==> config.mk <==
export PLATFORM = sky130hd
export DESIGN_NAME = i2c_evflags
export DESIGN_NICKNAME = d
export VERILOG_FILES = /design/src/rtl/i2c_evflags_pkg.sv /design/src/rtl/i2c_evflags_seq.sv /design/src/rtl/i2c_evflags_regs.sv /design/src/rtl/i2c_evflags.sv
export SDC_FILE = /design/constraint.sdc
export NUM_CORES = 1
export LEC_CHECK = 0
export ABC_AREA = 1
export BUFFER_PORTS_ARGS = -buffer_cell sky130_fd_sc_hd__buf_2
export CELL_PAD_IN_SITES_DETAIL_PLACEMENT = 0
export CELL_PAD_IN_SITES_GLOBAL_PLACEMENT = 1
export CORE_MARGIN = 2
export CORE_UTILIZATION = 32
export CTS_BUF_LIST = sky130_fd_sc_hd__clkbuf_8
export CTS_CLUSTER_SIZE = 16
export DETAILED_ROUTE_END_ITERATION = 6
export GPL_TIMING_DRIVEN = 0
export PLACE_DENSITY_LB_ADDON = 0.1
export SLEW_MARGIN = 25
export SYNTH_ARGS = -nofsm -noshare
export SYNTH_HDL_FRONTEND = slang
export SYNTH_SLANG_ARGS = --single-unit
==> constraint.sdc <==
create_clock -name clk -period 0.8 [get_ports clk]
set_input_delay 0.04 -clock clk [delete_from_list [all_inputs] [get_ports clk]]
set_output_delay 0.04 -clock clk [all_outputs]
set_load 0.005 [all_outputs]
==> src/rtl/i2c_evflags_pkg.sv <==
package i2c_evflags_pkg;

    typedef struct packed {
        logic start;
        logic addr_hit;
        logic byte_done;
        logic nack;
        logic stop;
        logic addr_sent;
    } flags_t;

    typedef struct packed {
        logic rd_a;
        logic rd_b;
        logic rd_d;
        logic wr_d;
        logic wr_c;
    } access_t;

    // flags that need the two-step sequence
    typedef struct packed {
        logic start;
        logic byte_done;
        logic addr_sent;
    } seq_mask_t;

    localparam flags_t FLAGS_NONE = '0;

    function automatic logic any_flag(flags_t f);
        return |f;
    endfunction

    // any access other than the arming read
    function automatic logic other_access(access_t a);
        return a.rd_b | a.rd_d | a.wr_d | a.wr_c;
    endfunction

endpackage

==> src/rtl/i2c_evflags_seq.sv <==
module i2c_evflags_seq
    import i2c_evflags_pkg::*;
(
    input  logic      clk,
    input  logic      rst,
    input  access_t   acc,
    input  flags_t    cur,
    input  logic      mode_rx,
    output seq_mask_t done
);
    logic      arm_q;
    seq_mask_t snap_q;

    always_ff @(posedge clk) begin
        if (rst) begin
            arm_q  <= 1'b0;
            snap_q <= '0;
        end else if (acc.rd_a) begin
            arm_q  <= 1'b1;
            snap_q <= '{start: cur.start, byte_done: cur.byte_done,
                        addr_sent: cur.addr_sent};
        end else if (other_access(acc)) begin
            arm_q  <= 1'b0;
        end
    end

    always_comb begin
        done.start     = arm_q & snap_q.start & acc.wr_d;
        done.byte_done = arm_q & snap_q.byte_done &
                         (mode_rx ? acc.rd_d : acc.wr_d);
        done.addr_sent = arm_q & snap_q.addr_sent & acc.wr_c;
    end
endmodule

==> src/rtl/i2c_evflags_regs.sv <==
module i2c_evflags_regs
    import i2c_evflags_pkg::*;
(
    input  logic      clk,
    input  logic      rst,
    input  flags_t    set_ev,
    input  access_t   acc,
    input  seq_mask_t done,
    input  logic      stop_ctl,
    output flags_t    flags
);
    flags_t flags_q;
    flags_t clr;
    logic   hold_q;
    logic   supp_q;
    logic   stop_d;
    logic   stop_fall;
    logic   stop_set;

    assign stop_fall = stop_d & ~stop_ctl;
    assign stop_set  = set_ev.stop & ~supp_q;

    always_comb begin
        clr           = FLAGS_NONE;
        clr.start     = done.start;
        clr.addr_hit  = acc.rd_a;
        clr.nack      = acc.rd_a;
        clr.byte_done = done.byte_done | (hold_q & (acc.wr_d | stop_fall));
        clr.stop      = acc.rd_b;
        clr.addr_sent = done.addr_sent;
    end

    always_ff @(posedge clk) begin
        if (rst) begin
            flags_q <= FLAGS_NONE;
            hold_q  <= 1'b0;
            supp_q  <= 1'b0;
            stop_d  <= 1'b0;
        end else begin
            stop_d              <= stop_ctl;
            flags_q.start       <= set_ev.start     | (flags_q.start     & ~clr.start);
            flags_q.addr_hit    <= set_ev.addr_hit  | (flags_q.addr_hit  & ~clr.addr_hit);
            flags_q.byte_done   <= set_ev.byte_done | (flags_q.byte_done & ~clr.byte_done);
            flags_q.nack        <= set_ev.nack      | (flags_q.nack      & ~clr.nack);
            flags_q.stop        <= stop_set         | (flags_q.stop      & ~clr.stop);
            flags_q.addr_sent   <= set_ev.addr_sent | (flags_q.addr_sent & ~clr.addr_sent);
            if (set_ev.byte_done)
                hold_q <= hold_q;
            else if (clr.byte_done)
                hold_q <= 1'b0;
            else if (flags_q.byte_done & flags_q.nack)
                hold_q <= 1'b1;
            if (set_ev.stop)
                supp_q <= 1'b0;
            else if (hold_q & stop_fall & ~set_ev.byte_done)
                supp_q <= 1'b1;
        end
    end

    assign flags = flags_q;
endmodule

==> src/rtl/i2c_evflags.sv <==
module i2c_evflags
    import i2c_evflags_pkg::*;
(
    input  logic clk,
    input  logic rst,
    input  logic ev_start_sent,
    input  logic ev_addr_match,
    input  logic ev_addr_sent,
    input  logic ev_byte_done,
    input  logic ev_ack_fail,
    input  logic ev_stop_seen,
    input  logic mode_rx,
    input  logic stop_ctl,
    input  logic irq_en,
    input  logic rd_stat_a,
    input  logic rd_stat_b,
    input  logic rd_data,
    input  logic wr_data,
    input  logic wr_ctrl,
    output logic flag_start,
    output logic flag_addr_hit,
    output logic flag_byte_done,
    output logic flag_nack,
    output logic flag_stop,
    output logic flag_addr_sent,
    output logic evt_any,
    output logic irq
);
    flags_t    set_ev;
    flags_t    flags;
    access_t   acc;
    seq_mask_t done;

    assign set_ev = '{start: ev_start_sent, addr_hit: ev_addr_match,
                      byte_done: ev_byte_done, nack: ev_ack_fail,
                      stop: ev_stop_seen, addr_sent: ev_addr_sent};
    assign acc    = '{rd_a: rd_stat_a, rd_b: rd_stat_b, rd_d: rd_data,
                      wr_d: wr_data, wr_c: wr_ctrl};

    i2c_evflags_seq u_seq (
        .clk     (clk),
        .rst     (rst),
        .acc     (acc),
        .cur     (flags),
        .mode_rx (mode_rx),
        .done    (done)
    );

    i2c_evflags_regs u_regs (
        .clk      (clk),
        .rst      (rst),
        .set_ev   (set_ev),
        .acc      (acc),
        .done     (done),
        .stop_ctl (stop_ctl),
        .flags    (flags)
    );

    assign flag_start     = flags.start;
    assign flag_addr_hit  = flags.addr_hit;
    assign flag_byte_done = flags.byte_done;
    assign flag_nack      = flags.nack;
    assign flag_stop      = flags.stop;
    assign flag_addr_sent = flags.addr_sent;
    assign evt_any        = any_flag(flags);
    assign irq            = evt_any & irq_en;
endmodule

### Word level (Yosys, flattened, before mapping)

Index checks and enable logic that the tools add are counted.

* flip-flop bits (word level): 13
* output and inout bits: 8
* word-level logic and storage cells: 61

* muxes and demuxes: 5
* bitwise logic cells: 38
* reduce and logical (&&, ||, !) cells: 5

Operator list (number)
* 1-bit bitwise AND: 19
* 1-bit bitwise OR: 11
* 1-bit NOT: 8
* 6-bit OR reduction: 1
* 1-bit 2-to-1 mux: 5
* 2-bit nonzero test: 2
* 2-bit AND reduction: 1
* 2-bit OR reduction: 1

### Logic depth before layout (Yosys ltp)

* depth after elaboration: 8
* gate-level depth with buffers: 6

### Cells and area by module

From an unflattened synthesis, not the netlist that was laid out.

* cell total of the unflattened synthesis: 79
* area total of the unflattened synthesis: 560.5 um2

By module, submodules not included
* i2c_evflags_regs: times used 1, cells each 45, area each 344.1 um2, seq. area each 180.2 um2
* i2c_evflags_seq: times used 1, cells each 28, area each 192.7 um2, seq. area each 80.1 um2
* i2c_evflags: times used 1, cells each 6, area each 23.8 um2, seq. area each 0.0 um2

### Worst setup path before layout

OpenSTA, ideal clock, no wires.

* path type: reg2reg
* from: register u_regs.flags_q, in the netlist u_regs.flags[3]
* to: register u_regs.hold_q
* setup time: 0.073 ns
* arrival: 0.682 ns
* required time: 0.727 ns
* path slack: 0.045 ns
* cell stages (with the launch flop): 5
* buffers on the path: 0
* clock period less this slack: 0.755 ns
* path through: dfxtp_1 -> nand3_1 -> nand2_1 -> inv_1 -> nor3_2

* word-level cells in the longest chain between the ends: 3

Ends and longest elaborated chain
* from (decl): RTL line i2c_evflags_regs.sv:12 `flags_t flags_q;`
* 1-bit bitwise AND: RTL line i2c_evflags_regs.sv:51 `else if (flags_q.byte_done & flags_q.nack)`
* 2-bit nonzero test (no line)
* 2-bit AND reduction (no line)
* to (signal assigned): RTL line i2c_evflags_regs.sv:48 `hold_q <= hold_q;`
* to (decl): RTL line i2c_evflags_regs.sv:14 `logic hold_q;`

No other way between the ends.
A chain may end at the register's enable or synchronous reset.

### Final worst setup path

* from: register u_regs.flags_q, in the netlist u_regs.flags[1]
* to: output port irq

* word-level cells in the longest chain between the ends: 2

Ends and longest elaborated chain
* 6-bit OR reduction: RTL line i2c_evflags_pkg.sv:30 `return |f;`
* 1-bit bitwise AND: RTL line i2c_evflags.sv:66 `assign irq = evt_any & irq_en;`
* to (decl): RTL line i2c_evflags.sv:27 `output logic irq`

No other way between the ends.

==> summary.md <==
| Metric | Value |
|---|---|
| Status | complete, but fails checks |
| Failing checks | setup timing |
| Number of global-route vias before repair | 550 |
| Yosys top cell by area | dfxtp_1 |
| Post-DP Area | 680.7 um2 |
| Layout Skew | 0.001075 ns |
| Post-synthesis sequential area ratio | 47.27% |
| Worst EP required | 0.76 ns |
| Setup ws final | -0.2063 ns |
| Initial drt markers | 7 |
| Detailed Place HPWL | 959.9 um |
| Synth Warn # | 0 |
| Crit path DAT | 0.97 ns |
| Nets@finish | 125 |
| Post-Syn Instances | 77 |
| WL/cell | 11.05 um |
| DRC | 0 |
| Placer Congestion | 0.7008 |
| Max-Cap Viols | 0 |
| Global route overflow | 0 |
| Layout cells sized above 1 | 51.85% |
| Antenna viol nets, final | 0 |
| Max frequency | 993.8 MHz |
| Startpoint types | flip-flop |
| H-Tree Depth | 1 |
| Largest net degree at the start of global routing | 10 |
| Final hold viol count | 0 |
| Crit Path Class | reg -> out |
| Rows | 14 |
| Clock buffer count from CTS | 3 |
| Crit-path max cell delay | 0.32 ns |
| Fin crit period | 1.006 ns |
| Antenna cell count | 0 |
| R2R Setup Slk | -0.01 ns |
| Die Width | 45.48 um |
| Worst-Margin Slew | 0.1389 ns |
| Worst Path Buf+Inv | 2 |
| Synth cell types | 13 |
| Setup slack after placement | -0.02618 ns |
| Number of vias per cell | 4.629 |
| Finished Cell Area | 864.6 um2 |
| Worst-Skew Late Latency | 0.24 ns |
| Area contributors post-synth | dfxtp_1 (47%), nor2_1 (14%), inv_1 (7.5%) |
| Crit. End Element | primary output |
| TritonCTS clock tree | done |
| RSZ-0062 raised after global routing | yes |
| Syn Area/Cell | 7.150 um2 |
| Final Max Slew Viols | 0 |
| Syn Nets | 93 |
| Die H | 45.48 um |
| Clock transition at the registers of the reported paths | 0.05 ns |
| Total number of vias | 574 |
| Slowest cell on crit path | dfxtp_2 |
| Pwr dens | 1805 nW/um2 |
| DRT Pass-1 Iters | 4 |
| Root Driver | clkbuf_8 |
| GRT Total Usage | 16.14% |
| Worst ir drop on vdd | 1.621 mV |
| Initial antenna violation count | 0 |
| Leak | 0.4287 nW |
| Aggregate routed wire length | 1370 um |
| Synth top area share | 47.27% |
| Final setup violating endpoints | 7 |
| # clock sinks | 13 |
| Critical Path Fanout Max | 2 |
| Area Growth Syn to Fin | 57.05% |
| First-pass GRT wire length | 2318 um |
| CORE AREA | 1559 um2 |
| Relative slew slack | 90.67% |
| Die area | 2068 um2 |
| Final cycle utilization of the critical path | 125.8% |
| I/O Buffers | 22 |
| Hold WC Path Type | in -> reg |
| Crit path max-delay family | flip-flops |
| Cells along the critical path | nor2_2 > nand3_2 > nand2_1 > inv_1 > buf_2 |
| Synthesized flop and latch total | 13 |
| I/O pin count | 24 |
| Initial Utilization | 35.31% |
| Syn Std Cell Area | 550.5 um2 |
| Clock Tree Buf Depth | 2 |
==> worst register-to-register path: stages, from the launching register on <==
cell and delay [ns]:
dfxtp_2 0.32, inv_2 0.07, nor2_4 0.04, nand2_2 0.06, nand3_2 0.08, nor3_2 0.16
==> synth_stat cells, drive strengths merged <==
master and number:
buf 1, dfxtp 13, nand2 9, o21ai 3, nand3 6, inv 14
o22ai 1, a21oi 6, nor2 20, nor3 4
==> state kept, by name (all words and copies together), names as in the netlist <==
name	cells
u_regs.flags	6
u_seq.snap_q	3
u_regs.hold_q	1
u_regs.stop_d	1
u_regs.supp_q	1
u_seq.arm_q	1
==> path summary, 6_finish.rpt <==
check	start	to	cells past startpoint
setup / recovery	u_regs.flags[1]	irq	5
hold / removal	ev_addr_match	u_regs.flags[4]	3
setup reg to reg	u_regs.hold_q	u_regs.hold_q	5
hold reg to reg	u_seq.snap_q[1]	u_seq.snap_q[1]	2
==> cell usage in the layout (no fill, tap or decap) <==
cell,count
buf_4,2
nand2_1,8
nor2_1,14
a21oi_1,6
dfxtp_4,1
o22ai_2,1
nand2_2,1
dfxtp_2,7
clkbuf_8,3
nand3_2,2
dlygate4sd3_1,1
o21ai_1,3
nor2_2,3
dfxtp_1,5
buf_2,17
inv_1,10
nor3_2,3
buf_6,8
nor2_4,3
nor3_1,1
nand3_1,4
inv_2,5
==> stage by stage <==
step | power [mW] | hold WS [ns] | std cells | setup TNS [ns] | utilization, %
final | 1.560 | 0.004325 | 124 | -0.5231 | 55.46
after global routing | 1.655 | 0.01981 | 124 | -0.8807 | 55.46
after floorplan | 0.8178 | 0.1097 | 77 | 0 | -
after detailed placement | 0.9111 | 0.2277 | 115 | -0.05612 | 43.66
after CTS | 1.562 | 0.0003619 | 124 | -0.5206 | 53.21
after global placement | 0.9090 | 0.2254 | 115 | -0.05335 | 43.66
==> layout make-up <==
cell class,count,area (um2)
Timing Repair Buffer,27,192.7
Tap cell,16,20.02
Inverter,14,52.55
Multi-Input combinational cell,49,274.0
Buffer,1,7.507
Clock inverter,1,3.754
Sequential cell,13,272.8
Fill cell,163,694.4
Clock buffer,3,41.29
==> metal layers <==
layer	vias up	track usage, %	wire length [um]
met5	-	0	0
li1	301	-	-
met3	2	6.746	105
met4	0	7.059	19
met1	252	20.24	597
met2	19	23.94	647
==> kinds of logic (layout without fill, tap and decap cells) <==
kind of cell,Yosys count,after routing,share of synthesized area [%]
DFF,13,13,47.27
AOI/OAI and AO/OA,10,10,9.318
and+or+nand+nor,39,39,32.50
buffers and inverters,15,46,10.91
==> report_power, final <==
group | internal [mW] | switching [mW]
Combinational | 0.143 | 0.119
Clock | 0.339 | 0.232
Sequential | 0.692 | 0.0347
Total | 1.17 | 0.386
==> timing repair <==
| item | CTS | global route |
|---|---|---|
| hold endpoints to repair | 1 | 0 |
| gates resized for setup | 22 | 10 |
| setup buffers | 4 | 2 |
| hold buffers | 1 | 0 |
| cloned | 0 | 0 |
| endpoints found under the setup margin | 6 | 13 |
| pin swaps | 9 | 4 |
Power figures use the tool's default switching activity.
